**config.mk**
```make
export PLATFORM = sky130hd
export DESIGN_NAME = flm_cell
export DESIGN_NICKNAME = d
export VERILOG_FILES = /design/src/rtl/flm_pkg.sv /design/src/rtl/flm_cell.sv
export SDC_FILE = /design/constraint.sdc
export NUM_CORES = 1
export LEC_CHECK = 0
export ABC_CLOCK_PERIOD_IN_PS = 1550
export BUFFER_PORTS_ARGS = -buffer_cell sky130_fd_sc_hd__buf_4
export CAP_MARGIN = 15
export CORE_AREA = 2 2 39 41
export CTS_BUF_LIST = sky130_fd_sc_hd__clkbuf_4
export DETAILED_ROUTE_END_ITERATION = 6
export DIE_AREA = 0 0 41 43
export SLEW_MARGIN = 40
export SYNTH_ARGS = -nofsm -noshare
export SYNTH_HDL_FRONTEND = slang
export SYNTH_SLANG_ARGS = --single-unit
```
**constraint.sdc**
```tcl
create_clock -name clk -period 1.55 [get_ports clk]
set_input_delay 0.2325 -clock clk [delete_from_list [all_inputs] [get_ports clk]]
set_output_delay 0.2325 -clock clk [all_outputs]
set_load 0.01 [all_outputs]
```
**src/rtl/flm_pkg.sv**
```systemverilog
package flm_pkg;
  localparam int MODE_W = 3;

  typedef enum logic [MODE_W-1:0] {
    FM_NONE  = 3'd0,
    FM_SA0   = 3'd1,
    FM_SA1   = 3'd2,
    FM_FEED  = 3'd3,
    FM_LOSE1 = 3'd4,
    FM_LOSE0 = 3'd5,
    FM_TWIN  = 3'd6,
    FM_RSVD  = 3'd7
  } fmode_e;
endpackage

```
**src/rtl/flm_cell.sv**
```systemverilog
module flm_cell
  import flm_pkg::*;
(
  input  logic              clk,
  input  logic              rst,
  input  logic [MODE_W-1:0] mode,
  input  logic              cell_clk,
  input  logic              cell_d,
  output logic              q,
  output logic              qn
);
  fmode_e fm;
  logic   held;
  logic   held_nxt;
  logic   q_nxt;
  logic   qn_nxt;

  assign fm = fmode_e'(mode);

  // storage rule: capture while transparent, mode-dependent corruption while holding
  always_comb begin
    if (cell_clk) begin
      held_nxt = cell_d;
    end else begin
      case (fm)
        FM_LOSE1: held_nxt = 1'b0;
        FM_LOSE0: held_nxt = 1'b1;
        default:  held_nxt = held;
      endcase
    end
  end

  always_comb begin
    case (fm)
      FM_SA0:  q_nxt = 1'b0;
      FM_SA1:  q_nxt = 1'b1;
      FM_FEED: q_nxt = cell_d;
      default: q_nxt = held_nxt;
    endcase
    qn_nxt = (fm == FM_TWIN) ? q_nxt : ~q_nxt;
  end

  always_ff @(posedge clk) begin
    if (rst) begin
      held <= 1'b0;
      q    <= 1'b0;
      qn   <= 1'b1;
    end else begin
      held <= held_nxt;
      q    <= q_nxt;
      qn   <= qn_nxt;
    end
  end
endmodule

```
==> impl_metrics.ini <==
[run_status]
outcome = finished, final reports clean

[synth]
synth-edff-count = 0
synth_top_family_by_area = simple AND/OR/NAND/NOR gates
postSynthCellCount = 24
synth.mux.area_fraction_pct = 7.32
ys.flop_type = dfxtp_1
synth-async-reset-ratio_pct = 0
synth_cell_types = 16
synth.area.top_cells = dfxtp_1 29%, a21oi_1 7.3%, and2b_1 7.3%, mux2_4 7.3%, nor2b_1 6.1%
synth-seq-cells = 3
yosysSeqAreaShare_pct = 29.3
yosys.area.top_type = dfxtp_1
yosysTopAreaCellShare_pct = 29.3
yosys.area_share.simple_pct = 35.4
synth-xor-area-share_pct = 0
synth-compound-area-share_pct = 26.2
synth_common_cells = 3 x a21oi_1, 3 x dfxtp_1, 3 x nor2_1, 2 x and2b_1, 2 x nor2b_1
synthAdderAreaFrac_pct = 0
avgSynthCellArea_sq_um = 8.55
syn-cell-area_sq_um = 205
syn-num-nets = 31
yosysWarningCount = 0

[setup_path]
timing_worst_setup_path_type = reg -> reg
cp_top_family = compound AO/OA/AOI/OAI gates
crit_path_max_incr_delay_ns = 0.40
end_kind = register
cpMaxStageDelayCell = o41a_1
reg2reg_slack_ns = 0.33
arrival_ns = 1.34
startpoint_type = register
path_cells = nor2_1 -> mux2_4 -> o41a_1
crit_fanout = 4
required_ns = 1.66
critPathBufInv = 0

[detailed_routing]
drtPass1Iterations = 4
ant_nets = 0
vias_per_cell = 4.29
finalWirelength_microns = 488
wl_per_cell_microns = 9.38
drt_iter0_markers = 4
vias = 223
drc_errors = 0

[layout]
antennaDiodeCount = 0
register_area_sq_um = 60.1
num-nets-final = 44
area_growth_syn_to_layout_pct = 53.7
layout-drive-gt1-share_pct = 36.1
nFillCells = 150
multi_input_area_sq_um = 141

[global_routing]
grt_usage_pct = 7.72
antenna_found_initial = 0
grt_pass1_wl_microns = 848
use_met3_pct = 6.28
grt_most_used_layer = met2
grtUsageMet1_pct = 8.31
grt_max_degree = 9
grt_pass1_vias = 218
gr-usage-met2_pct = 10.3
grt_overflow = 0

[power]
p_sw_mw = 0.0705
power_frac_seq_pct = 29.0
p_sw_share_pct = 23.4
p_comb_share_pct = 19.2
power.density_nw_per_um2 = 957
p_leak_nw = 0.144
p_int_mw = 0.231
peakVddDrop_v = 0.000287
clockPowerShare_pct = 51.8

[floorplanning]
die_h_microns = 43
ios = 9
core_sq_um = 1380
dieArea_sq_um = 1760
start_util_pct = 14.8
die_w_microns = 41
rows = 14

[cts]
insertion_delay_ns = 0.23
clock-root-buffer = clkbuf_4
cts-buffers-inserted = 3
clkTransAtPathRegs_ns = 0.04
post_cts_buffers = 0
htreeDepth = 1
clockBufferDepth = 2
clkSinkCount = 3
cts_tree = done
post_cts_resize_count = 0
holdBufCountCts = 0

[placement]
post-dp-hpwl_microns = 360
place_congestion = 0.729
port_buffers = 8

[timing]
grt_setup_unrepaired = false
finalHoldViolations = 0
tns_ns = 0
fin_crit_ns = 1.22
hold_ws_ns = 0.196
max_clock_freq_ghz = 0.817
max_slew_margin_pct = 82.4
worst_slew_pin_slew_ns = 0.264
setup_viol = 0
slew_violations = 0
min_period_over_period_pct = 79.0
skew_ns = 0.000374

[min_path]
hold_path_class = in -> reg

[run]
drv_cap = 0
[cells by family after synthesis]
group	Yosys count
AND/OR/NAND/NOR	12
AO/OA/AOI/OAI	7
flip-flops	3
multiplexers	1
buffers and inverters	1
[layout make-up]
class                   count  area share (%)
multi-input cells          20            44.8
flip-flops and latches      3            19.0
repair buffers              8            19.0
clock buffers               4            9.52
well taps                  16            6.35
inverters                   1            1.19
[power by group through the flow]
stage | combinational [mW] | clock (mW) | sequential [mW]
6_report | 0.0579 | 0.156 | 0.0877
5_1_grt | 0.0640 | 0.180 | 0.0886
4_1_cts | 0.0585 | 0.165 | 0.0878
3_5_place_dp | 0.0583 | 0 | 0.0889
3_3_place_gp | 0.0583 | 0 | 0.0892
2_1_floorplan | 0.0258 | 0 | 0.0907
[flip-flops by register name, summed over array words and instances, names as in the netlist]
register and count:
q 1, qn 1, held 1
[stage by stage]
stage / setup WS [ns] / util [%] / total power, mW / cell area (sq um) / std cells
after global routing: 0.276 / 22.8 / 0.333 / 315 / 52
final: 0.326 / 22.8 / 0.302 / 315 / 52
after floorplan: 0.358 / - / 0.116 / 205 / 24
after global placement: 0.200 / 20.6 / 0.147 / 285 / 48
after detailed placement: 0.174 / 20.6 / 0.147 / 285 / 48
after CTS: 0.314 / 22.8 / 0.311 / 315 / 52
[worst register-to-register path, cell delays in order (launching register included)]
cell     delay [ns]
dfxtp_1        0.37
nor2_1         0.06
mux2_4         0.27
o41a_1         0.40
[layer usage]
layer  vias up  share of wire, %  routed length [microns]
met4         0                 0                        0
met3         0               6.6                       32
met1       101                43                      208
met2         8                51                      248
li1        114                 -                        -
met5         -                 0                        0
[final timing paths]
check                                        to  depth (start not counted)             from
worst max-delay path              qn$_SDFF_PP1_                          3  held$_SDFF_PP0_
worst min-delay path            held$_SDFF_PP0_                          2              rst
worst max register to register    qn$_SDFF_PP1_                          3  held$_SDFF_PP0_
worst min register to register  held$_SDFF_PP0_                          3  held$_SDFF_PP0_
[cells in the final DEF (no fill, tap or decap)]
master	count
clkbuf_4	4
nand2b_1	1
a221oi_1	1
dfxtp_1	3
nor3_1	1
inv_1	1
or4bb_1	1
and2b_1	2
o211a_1	1
nor2b_1	2
nand3b_1	1
nand2_1	1
o41a_1	1
a21oi_1	3
nor2_1	3
mux2_4	1
buf_4	8
o2111ai_1	1
(Power assumes the default switching activity.)
